### config.mk
export PLATFORM = sky130hd
export DESIGN_NAME = prog_tap_timer
export DESIGN_NICKNAME = d
export VERILOG_FILES = /design/src/rtl/tmr_pkg.sv /design/src/rtl/tmr_reset_ctl.sv /design/src/rtl/tmr_prescaler.sv /design/src/rtl/tmr_tap_mux.sv /design/src/rtl/tmr_out_ctl.sv /design/src/rtl/prog_tap_timer.sv
export SDC_FILE = /design/constraint.sdc
export NUM_CORES = 1
export LEC_CHECK = 0
export ABC_AREA = 1
export BUFFER_PORTS_ARGS = -buffer_cell sky130_fd_sc_hd__clkbuf_2
export CAP_MARGIN = 20
export CORE_MARGIN = 3
export CORE_UTILIZATION = 50
export DETAILED_ROUTE_END_ITERATION = 8
export GPL_TIMING_DRIVEN = 0
export PLACE_DENSITY = 0.74
export SLEW_MARGIN = 20
export SYNTH_ARGS = -nofsm -noshare
export SYNTH_HDL_FRONTEND = slang
export SYNTH_HIERARCHICAL = 1
export SYNTH_SLANG_ARGS = --single-unit
### constraint.sdc
create_clock -name clk -period 1.4 [get_ports clk]
set_input_delay 0.28 -clock clk [delete_from_list [all_inputs] [get_ports clk]]
set_output_delay 0.28 -clock clk [all_outputs]
set_load 0.02 [all_outputs]
### src/rtl/tmr_pkg.sv
package tmr_pkg;

   // Select codes. Bit 1 forces the top stage, and bit 0 = 0 under it skips
   // the low stages.
   typedef enum logic [1:0] {
      SEL_MID_HI   = 2'b00,
      SEL_MID_LO   = 2'b01,
      SEL_TOP_SKIP = 2'b10,
      SEL_TOP      = 2'b11
   } tap_sel_e;

   localparam logic MODE_SINGLE  = 1'b0;
   localparam logic MODE_RECYCLE = 1'b1;

   function automatic logic sel_skips_low(input logic [1:0] code);
      return code == SEL_TOP_SKIP;
   endfunction

   function automatic logic sel_forces_top(input logic [1:0] code);
      return code[1];
   endfunction

endpackage

### src/rtl/tmr_reset_ctl.sv
module tmr_reset_ctl #(
   parameter bit POR_GATED = 1'b1
) (
   input  logic clk,
   input  logic rst_n,
   input  logic mr_i,
   input  logic por_req_i,
   input  logic por_mask_i,
   input  logic mode_i,
   output logic clear_o
);

   logic mode_q;
   logic mode_flip;
   logic por_hit;

   always_ff @(posedge clk or negedge rst_n) begin
      if (!rst_n) begin
         mode_q <= tmr_pkg::MODE_SINGLE;
      end else begin
         mode_q <= mode_i;
      end
   end

   assign mode_flip = mode_i ^ mode_q;

   generate
      if (POR_GATED) begin : g_por_gated
         assign por_hit = por_req_i & ~por_mask_i;
      end else begin : g_por_always
         assign por_hit = por_req_i;
      end
   endgenerate

   assign clear_o = mr_i | por_hit | mode_flip;

endmodule

### src/rtl/tmr_prescaler.sv
module tmr_prescaler #(
   parameter int STAGES             = 16,
   parameter int SKIP_STAGES        = 8,
   parameter bit FREEZE_LOW_ON_SKIP = 1'b1
) (
   input  logic              clk,
   input  logic              rst_n,
   input  logic              clear_i,
   input  logic              stb_i,
   input  logic              skip_i,
   output logic [STAGES-1:0] cnt_o
);

   localparam int HI_W = STAGES - SKIP_STAGES;
   localparam logic [STAGES-1:0] ONE_FULL = {{(STAGES-1){1'b0}}, 1'b1};
   localparam logic [HI_W-1:0]   ONE_HI   = {{(HI_W-1){1'b0}}, 1'b1};

   generate
      if (SKIP_STAGES < 1 || SKIP_STAGES >= STAGES) begin : g_bad_skip
         $error("tmr_prescaler: SKIP_STAGES must lie in 1..STAGES-1");
      end
      if (STAGES < 2) begin : g_bad_stages
         $error("tmr_prescaler: STAGES must be at least 2");
      end
   endgenerate

   logic [SKIP_STAGES-1:0] low_q;
   logic [HI_W-1:0]        high_q;
   logic                   run;
   logic                   low_carry;
   logic                   adv_low;
   logic                   adv_high;

   assign run       = stb_i & ~clear_i;
   assign low_carry = &low_q;

   generate
      if (FREEZE_LOW_ON_SKIP) begin : g_low_freeze
         assign adv_low = run & ~skip_i;
      end else begin : g_low_free
         assign adv_low = run;
      end
   endgenerate

   assign adv_high = run & (skip_i | low_carry);

   always_ff @(posedge clk or negedge rst_n) begin
      if (!rst_n) begin
         low_q <= '0;
      end else if (clear_i) begin
         low_q <= '0;
      end else if (adv_low) begin
         low_q <= low_q + 1'b1;
      end
   end

   always_ff @(posedge clk or negedge rst_n) begin
      if (!rst_n) begin
         high_q <= '0;
      end else if (clear_i) begin
         high_q <= '0;
      end else if (adv_high) begin
         high_q <= high_q + ONE_HI;
      end
   end

   assign cnt_o = {high_q, low_q};

   // a clear leaves every stage at zero
   a_r9_clear_zero: assert property (@(posedge clk) disable iff (!rst_n)
      clear_i |=> (cnt_o == '0));

   // no strobe, no movement
   a_r2_idle_hold: assert property (@(posedge clk) disable iff (!rst_n)
      (!stb_i && !clear_i) |=> $stable(cnt_o));

   // a strobe on the full chain is a single increment
   a_r2_single_step: assert property (@(posedge clk) disable iff (!rst_n)
      (stb_i && !clear_i && !skip_i) |=> (cnt_o == $past(cnt_o) + ONE_FULL));

   // on the skip path the upper part moves on every strobe
   a_r6_skip_step: assert property (@(posedge clk) disable iff (!rst_n)
      (stb_i && !clear_i && skip_i) |=>
         (cnt_o[STAGES-1:SKIP_STAGES] == $past(cnt_o[STAGES-1:SKIP_STAGES]) + ONE_HI));

endmodule

### src/rtl/tmr_tap_mux.sv
module tmr_tap_mux #(
   parameter int STAGES    = 16,
   parameter int TAP_CODE0 = 13,
   parameter int TAP_CODE1 = 10
) (
   input  logic [STAGES-1:0] cnt_i,
   input  logic [1:0]        sel_i,
   output logic              tap_o
);

   localparam int IDX0   = TAP_CODE0 - 1;
   localparam int IDX1   = TAP_CODE1 - 1;
   localparam int IDXTOP = STAGES - 1;

   generate
      if (TAP_CODE0 < 1 || TAP_CODE0 > STAGES) begin : g_bad_tap0
         $error("tmr_tap_mux: TAP_CODE0 out of range");
      end
      if (TAP_CODE1 < 1 || TAP_CODE1 > STAGES) begin : g_bad_tap1
         $error("tmr_tap_mux: TAP_CODE1 out of range");
      end
   endgenerate

   always_comb begin
      if (tmr_pkg::sel_forces_top(sel_i)) begin
         tap_o = cnt_i[IDXTOP];
      end else if (sel_i[0]) begin
         tap_o = cnt_i[IDX1];
      end else begin
         tap_o = cnt_i[IDX0];
      end
   end

endmodule

### src/rtl/tmr_out_ctl.sv
module tmr_out_ctl (
   input  logic clk,
   input  logic rst_n,
   input  logic clear_i,
   input  logic mode_i,
   input  logic pol_i,
   input  logic tap_i,
   output logic q_o
);

   logic latch_q;
   logic level;

   always_ff @(posedge clk or negedge rst_n) begin
      if (!rst_n) begin
         latch_q <= 1'b0;
      end else if (clear_i) begin
         latch_q <= 1'b0;
      end else if (mode_i == tmr_pkg::MODE_SINGLE && tap_i) begin
         latch_q <= 1'b1;
      end
   end

   always_comb begin
      if (mode_i == tmr_pkg::MODE_RECYCLE) begin
         level = tap_i;
      end else begin
         level = latch_q | tap_i;
      end
   end

   assign q_o = clear_i ? pol_i : (level ^ pol_i);

   // once set, the latch stays set until a clear
   a_r7_latch_sticky: assert property (@(posedge clk) disable iff (!rst_n)
      (latch_q && !clear_i) |=> latch_q);

   // after the single transition the unpolarised output is frozen
   a_r7_single_frozen: assert property (@(posedge clk) disable iff (!rst_n)
      (mode_i == tmr_pkg::MODE_SINGLE && latch_q && !clear_i) |=>
         (clear_i || mode_i || ((q_o ^ pol_i) == ($past(q_o) ^ $past(pol_i)))));

endmodule

### src/rtl/prog_tap_timer.sv
module prog_tap_timer #(
   parameter int STAGES             = 16,
   parameter int SKIP_STAGES        = 8,
   parameter int TAP_CODE0          = 13,
   parameter int TAP_CODE1          = 10,
   parameter bit FREEZE_LOW_ON_SKIP = 1'b1,
   parameter bit POR_GATED          = 1'b1
) (
   input  logic       clk,
   input  logic       rst_n,
   input  logic       cnt_stb_i,
   input  logic       mr_i,
   input  logic       por_req_i,
   input  logic       por_mask_i,
   input  logic [1:0] sel_i,
   input  logic       mode_i,
   input  logic       pol_i,
   output logic       q_o
);

   logic              clear;
   logic              skip;
   logic              tap;
   logic [STAGES-1:0] cnt;

   assign skip = tmr_pkg::sel_skips_low(sel_i);

   tmr_reset_ctl #(
      .POR_GATED (POR_GATED)
   ) u_reset (
      .clk        (clk),
      .rst_n      (rst_n),
      .mr_i       (mr_i),
      .por_req_i  (por_req_i),
      .por_mask_i (por_mask_i),
      .mode_i     (mode_i),
      .clear_o    (clear)
   );

   tmr_prescaler #(
      .STAGES             (STAGES),
      .SKIP_STAGES        (SKIP_STAGES),
      .FREEZE_LOW_ON_SKIP (FREEZE_LOW_ON_SKIP)
   ) u_prescaler (
      .clk     (clk),
      .rst_n   (rst_n),
      .clear_i (clear),
      .stb_i   (cnt_stb_i),
      .skip_i  (skip),
      .cnt_o   (cnt)
   );

   tmr_tap_mux #(
      .STAGES    (STAGES),
      .TAP_CODE0 (TAP_CODE0),
      .TAP_CODE1 (TAP_CODE1)
   ) u_tap_mux (
      .cnt_i (cnt),
      .sel_i (sel_i),
      .tap_o (tap)
   );

   tmr_out_ctl u_out (
      .clk     (clk),
      .rst_n   (rst_n),
      .clear_i (clear),
      .mode_i  (mode_i),
      .pol_i   (pol_i),
      .tap_i   (tap),
      .q_o     (q_o)
   );

   // a fresh mode level clears the counter in the cycle it appears
   a_r8_mode_flip_clears: assert property (@(posedge clk) disable iff (!rst_n)
      ($past(rst_n) && (mode_i != $past(mode_i))) |-> clear);

   // while master reset is held, the count sits at zero
   a_r9_mr_holds_zero: assert property (@(posedge clk) disable iff (!rst_n)
      (mr_i && $past(mr_i)) |-> (cnt == '0));

endmodule

==> key figures, run 1 <==
Clocking
  – CTS tree: yes
  – CTS buffer count: 3
  – Total clock sinks: 18
  – Clk Latency, worst-skew pair: 0.31 ns
  – Clk root buf: clkbuf_4
  – CTS max path bufs: 2
  – Reg clk slew, reported paths: around 0.11 ns
  – H-tree depth: 1

Placement
  – Final HPWL from detailed placement: about 1600 um
  – IO Port Bufs: 10
  – Pre-CTS setup slack: -0.158 ns
  – Placed cell areas: approximately 1200 sq um
  – Final GP Congestion: approximately 0.84

GRT
  – GRT Residual Overflow: 0
  – Largest net degree at the start of global routing: 19
  – GRT Total Usage: between 10% and 20%
  – Global-route wire length before repair: around 4000 um
  – Initial antenna violation count: 0
  – Vias in the first global route: 1,025

Finish
  – N_diodes: 0
  – Final instance area: roughly 1500 sq um
  – Filler cells: ~140
  – Layout cell share with drive strength beyond 1: a little over a third
  – Final #Nets: roughly 210
  – Area delta synth->final: 36.4%

STA
  – Final setup margin: -0.252 ns
  – Final Max Tran Viols: 0
  – Rel. slew slack: between 60% and 70%
  – RSZ-0062 raised after global routing: true
  – Max frequency: between 600 and 700 MHz
  – Crit share post-route: 118%
  – Tmin final: 1.65 ns
  – Final Skew: 0.00870 ns
  – Worst hold slack: roughly 0.12 ns
  – Setup violators final: 5
  – Transition time of the tightest slew-check pin: ~0.46 ns
  – Final hold vios: 0

Synthesis
  – Post-synthesis mux area share: 0%
  – Simple-gate area share of the yosys netlist: roughly two fifths
  – Ys Warns: 6
  – Share of the yosys chip area belonging to registers: approximately two fifths
  – Largest family of logic cells by synthesized area: simple AND/OR/NAND/NOR gates
  – Average instance area after synthesis: slightly below 7 sq um
  – Mapped Nets: about 180
  – Synth Area in Compound Gates: 6.43%
  – Seq cells post-synth: 18
  – Post-synthesis cell type count: 19
  – Mapped Cells: approximately 170
  – Post-Synth XOR/XNOR Area: under 10%
  – Area share of fa/ha/maj cells after synthesis: under 10%
  – Synth Cell Area: between 1000 and 1500 sq um

Worst setup path
  – Worst path depth: 10
  – Worst reg2reg setup slack: -0.12 ns
  – Reg2Reg Depth: 11
  – Slowest Stage Delay on Critical Path: between 0.4 and 0.5 ns
  – Critical Path RT: 1.12 ns
  – Critical path peak fanout: 2
  – Top cell by count, worst path: nand2_1
  – Setup crit end kind: output pin
  – WP data arrival: 1.37 ns
  – Type of the worst setup path: register to output pin
  – Top Family by Delay on Critical Path: flip-flops
  – CP startpoint kind: register
  – Buf/Inv on CP: 3
  – Max stage delay cell, worst path: dfrtp_1
  – Crit path cell chain: inv_1 > nand2_1 > nand3_1 > nand2_1 > inv_1 > nand2_1 > nand2_1 > nand2_1 > nand2_1 > clkbuf_8

Drt
  – DRT Wirelength: 2820 um
  – TritonRoute pass-1 iters: 5
  – Drt wl/cell: 12.9 um
  – Remaining antenna violation count after routing: 0
  – Vias per inst: 5.26
  – DRC viols: 0
  – Via count: between 1,000 and 1,500
  – DRT iter0 DRCs: 19

Outcome
  – Outcome: finished with violations
  – Failing checks: negative setup slack

Floorplan
  – DIE WIDTH: around 54 um
  – Die H: between 50 and 60 um
  – Initial Utilization: approximately 55%
  – # rows: 16
  – # IOs: 11
  – DIE AREA: around 2900 sq um
  – Core area: around 2000 sq um

Power and ir drop
  – Peak VDD IR: between 0.0007 and 0.0008 V
  – Clk pwr share: 33.9%
  – Pint: 733 uW
  – Combinational Power Share: about an eighth
  – PwrDens: between 600 and 700 nW/um^2
  – Lkg Pwr: 0.000811 uW
  – Switching part of the total: approximately a quarter
  – Seq pwr share: 53.0%
  – Net load switching power: ~260 uW
  – Total Power: approximately 990 uW

Worst hold path
  – HP Class: primary input to register
  – WHS Path Cells: 1

Job
  – Number of max-cap violations: 0
flip-flops by register name, indices dropped and copies added, names as in the netlist:
signal / cells
u_reset/mode_q: 1
u_prescaler/high_q: 8
u_out/latch_q: 1
u_prescaler/low_q: 8
cell usage in the layout (no fill, tap or decap), types with 2 or more instances in the layout:
cell type | synthesis | layout
a21oi_1 | 4 | 4
xor2_1 | 2 | 2
nand3_2 | 0 | 7
inv_2 | 2 | 2
nor2_2 | 2 | 5
nand2_2 | 0 | 12
o21ai_1 | 0 | 3
clkbuf_2 | 0 | 9
nand2_1 | 55 | 37
buf_6 | 0 | 2
nor2_1 | 16 | 12
nor2_4 | 2 | 3
nor3_1 | 3 | 3
buf_4 | 0 | 10
nand2_8 | 0 | 2
inv_1 | 27 | 26
dfrtp_1 | 18 | 18
nand2_4 | 2 | 7
clkbuf_4 | 0 | 3
o21bai_1 | 2 | 2
clkbuf_8 | 0 | 2
o21ai_2 | 2 | 2
nand3_1 | 19 | 12
final timing paths:
check / start / end
setup / recovery: u_prescaler/high_q[1] / q_o
hold / removal: mode_i / u_reset/mode_q
setup reg to reg: u_reset/mode_q / u_prescaler/low_q[5]
hold reg to reg: u_out/latch_q / u_out/latch_q
max in group asynchronous: rst_n / u_prescaler/low_q[4]
min in group asynchronous: rst_n / u_prescaler/high_q[4]
cells in the mapped netlist, drive strengths merged:
cell type	number	share of area (%)
xor2	2	1.6
a21oi	4	1.8
nand2	57	20
nand4	1	0.55
ha	2	2.2
dfrtp	18	40
inv	29	9.6
o21ai	6	3.3
nand3	19	8.4
clkinv	1	0.78
nor2	20	8.4
nor3	3	1.3
buf	1	0.44
o21bai	2	1.3
power groups by stage:
stage | registers, uW | clock network (uW) | logic, uW
4_1_cts | 525 | 332 | 98.3
3_5_place_dp | 536 | 0 | 84.1
2_1_floorplan | 536 | 0 | 48.1
5_1_grt | 527 | 371 | 144
3_3_place_gp | 536 | 0 | 81.2
6_report | 526 | 336 | 130
metal layers:
layer / wire length [um] / up-vias / global-route usage (%)
met2: 1370 / 41 / 32.4
met5: 0 / - / 0
li1: - / 565 / -
met1: 1260 / 539 / 24.7
met3: 138 / 8 / 3.10
met4: 60 / 0 / 9.79
what timing repair did:
| item | 4_1_cts | 5_1_grt |
|---|---|---|
| buffers inserted | 4 | 7 |
| resized for setup | 5 | 50 |
| cloned | 1 | 0 |
| pin swaps | 5 | 16 |
| endpoints found under the setup margin | 16 | 17 |
| hold endpoints to repair | 18 | 0 |
| hold buffers | 1 | 0 |
per-stage QoR:
stage	cells	utilization (%)	TNS [ns]
final	219	75.4	-0.447
after global routing	219	75.4	-1.85
after CTS	212	64.3	-0.265
after detailed placement	202	59.4	-1.24
after global placement	202	59.4	-0.822
after floorplan	165	-	0
layout make-up:
| type | instances | area, sq um | share of cell area, % |
|---|---|---|---|
| Tap cell | 27 | 33.8 | 2.20 |
| Buffer | 1 | 7.51 | 0.488 |
| Multi-Input combinational cell | 117 | 724 | 47.1 |
| Timing Repair Buffer | 22 | 159 | 10.3 |
| Inverter | 30 | 128 | 8.29 |
| Sequential cell | 18 | 450 | 29.3 |
| Clock buffer | 4 | 36.3 | 2.36 |
logic make-up after synthesis:
group,count (synthesis)
AND/OR/NAND/NOR,100
XOR/XNOR,2
AO/OA/AOI/OAI,12
adder cells (fa/ha/maj),2
flip-flops,18
buffers and inverters,31
Note: power is estimated with default switching activity, not from simulation.
==> run 2: changes to the inputs <==
CORE_ASPECT_RATIO = 1.2   (was not set)
==> key figures, run 2 (same netlist as run 1, synthesis figures left out) <==
Drt
  – Drt wl/cell: 11.5 um (was 12.9 um)
  – Remaining antenna violation count after routing: 0 (unchanged)
  – DRC viols: 0 (unchanged)
  – DRT Wirelength: 2500 um (was 2820 um)
  – Via count: 1,069 (was 1,153)
  – DRT iter0 DRCs: 15 (was 19)
  – TritonRoute pass-1 iters: 4 (was 5)
  – Vias per inst: 4.90 (was 5.26)

GRT
  – GRT Residual Overflow: 0 (unchanged)
  – Largest net degree at the start of global routing: 19 (unchanged)
  – Initial antenna violation count: 0 (unchanged)
  – Global-route wire length before repair: 4110 um (was 4120 um)
  – Grt met3 use: 3.08% (was 3.10%)
  – GR peak layer: met2 (unchanged)
  – GRT Total Usage: 18.5% (was 19.7%)
  – Met2 GRT Util: 34.5% (was 32.4%)
  – Grt met1 use: 20.5% (was 24.7%)
  – Vias in the first global route: 996 (was 1,025)

STA
  – Tmin final: 1.66 ns (was 1.65 ns)
  – Setup violators final: 10 (was 5)
  – Final hold vios: 0 (unchanged)
  – Final setup margin: -0.262 ns (was -0.252 ns)
  – Rel. slew slack: 68.0% (was 69.3%)
  – Worst hold slack: 0.118 ns (was 0.124 ns)
  – Final Skew: 0.00370 ns (was 0.00870 ns)
  – Max frequency: 602 MHz (was 605 MHz)
  – Final Max Tran Viols: 0 (unchanged)
  – Crit share post-route: 119% (was 118%)
  – Post-Route Setup TNS: -0.871 ns (was -0.447 ns)
  – Transition time of the tightest slew-check pin: 0.479 ns (was 0.461 ns)
  – RSZ-0062 raised after global routing: true (unchanged)

Clocking
  – CTS buffer count: 3 (unchanged)
  – CTS max path bufs: 2 (unchanged)
  – Clk Latency, worst-skew pair: 0.31 ns (about the same)
  – Total clock sinks: 18 (unchanged)
  – H-tree depth: 1 (unchanged)
  – Clk root buf: clkbuf_4 (unchanged)
  – CTS tree: yes (unchanged)
  – Reg clk slew, reported paths: 0.10 ns (was 0.11 ns)

Power and ir drop
  – Combinational Power Share: 13.0% (was 13.2%)
  – Peak VDD IR: 0.000612 V (was 0.000747 V)
  – Seq pwr share: 57.5% (was 53.0%)
  – Net load switching power: 245 uW (was 259 uW)
  – PwrDens: 643 nW/um^2 (was 645 nW/um^2)
  – Pint: 668 uW (was 733 uW)
  – Lkg Pwr: 0.000739 uW (was 0.000811 uW)
  – Total Power: 914 uW (was 992 uW)
  – Clk pwr share: 29.5% (was 33.9%)
  – Switching part of the total: 26.9% (was 26.1%)

Worst setup path
  – WP data arrival: 1.38 ns (was 1.37 ns)
  – Critical path peak fanout: 2 (unchanged)
  – Setup crit end kind: output pin (unchanged)
  – Critical Path RT: 1.12 ns (about the same)
  – Type of the worst setup path: register to output pin (unchanged)
  – CP startpoint kind: register (unchanged)

Outcome
  – Outcome: finished with violations (unchanged)
  – Failing checks: negative setup slack (unchanged)

Placement
  – Final HPWL from detailed placement: 1650 um (about the same)
  – Final GP Congestion: 0.860 (was 0.840)
  – IO Port Bufs: 10 (unchanged)

Floorplan
  – DIE AREA: 2870 sq um (was 2860 sq um)
  – # IOs: 11 (unchanged)
  – Die H: 58.0 um (was 53.5 um)
  – Core area: 2090 sq um (was 2040 sq um)
  – DIE WIDTH: 49.4 um (was 53.5 um)
  – Initial Utilization: 53.9% (was 55.3%)
  – # rows: 18 (was 16)

Job
  – Number of max-cap violations: 0 (unchanged)

Finish
  – N_diodes: 0 (unchanged)
  – Top flop regs: u_prescaler/high_q (8), u_prescaler/low_q (8) (unchanged)
  – Most frequent cells in the layout: 46 x nand2_1, 27 x inv_1, 18 x dfrtp_1 (was 37 x nand2_1, 26 x inv_1, 18 x dfrtp_1)
  – Area delta synth->final: 25.8% (was 36.4%)
  – Layout cell share with drive strength beyond 1: 27.1% (was 36.5%)
  – Final #Nets: 202 (was 205)
  – Most common cell after layout, fill and taps aside: nand2_1 (unchanged)

Worst hold path
  – HP Class: primary input to register (unchanged)
## run 2: critical path, cell delays in order (launching register included)
cell	delay (ns)
dfrtp_1	0.41
inv_1	0.06
nand2_1	0.04
nand3_1	0.07
nand2_1	0.07
inv_1	0.08
nand2_2	0.05
nand2_1	0.05
nand2_1	0.04
nand2_1	0.06
clkbuf_8	0.14
## run 2: final timing paths
kind | startpoint | endpoint | slack, ns | cells after the start
min | mode_i | u_reset/mode_q | 0.12 | 1
min in group asynchronous | rst_n | u_prescaler/low_q[3] | 0.45 | 2
max | u_prescaler/high_q[4] | q_o | -0.26 | 10
max in group asynchronous | rst_n | u_prescaler/high_q[5] | 0.63 | 2
min reg2reg | u_out/latch_q | u_out/latch_q | 0.51 | 2
max reg2reg | u_reset/mode_q | u_prescaler/low_q[5] | -0.17 | 12
## run 2: final cells by class
| type | instances | area [sq um] |
|---|---|---|
| Multi-Input combinational cell | 117 | 648 |
| Clock buffer | 3 | 22.5 |
| Tap cell | 30 | 37.5 |
| Sequential cell | 18 | 450 |
| Fill cell | 186 | 674 |
| Timing Repair Buffer | 19 | 136 |
| Inverter | 30 | 120 |
| Buffer | 1 | 5.00 |
## run 2: what timing repair did
item,4_1_cts,5_1_grt
cloned,1,0
endpoints found under the hold margin,18,0
pin swaps,2,9
buffers inserted,3,5
hold buffers,1,0
gates resized for setup,5,25
setup endpoints to repair,16,17
## run 2: power by group through the flow
stage | registers (uW) | logic, uW | clock network (uW)
2_1_floorplan | 536 | 48.1 | 0
3_3_place_gp | 536 | 82.6 | 0
3_5_place_dp | 536 | 84.4 | 0
4_1_cts | 525 | 97.0 | 270
5_1_grt | 526 | 131 | 297
6_report | 525 | 119 | 269
## run 2: through the flow
stage	area (sq um)	worst slack [ns]	util, %	cells
global route	1420	-0.377	67.8	218
floorplan	1130	0.0721	-	165
CTS	1300	-0.249	61.9	213
detailed placement	1220	-0.146	58.1	205
global placement	1220	-0.122	58.1	205
finish	1420	-0.262	67.8	218
## run 2: metal layers
layer	part of all wire, %	wire (um)	vias up
met5	0	0	-
met4	2.8	71	0
met3	1.6	39	7
met2	54	1340	13
met1	42	1050	491
li1	-	-	558
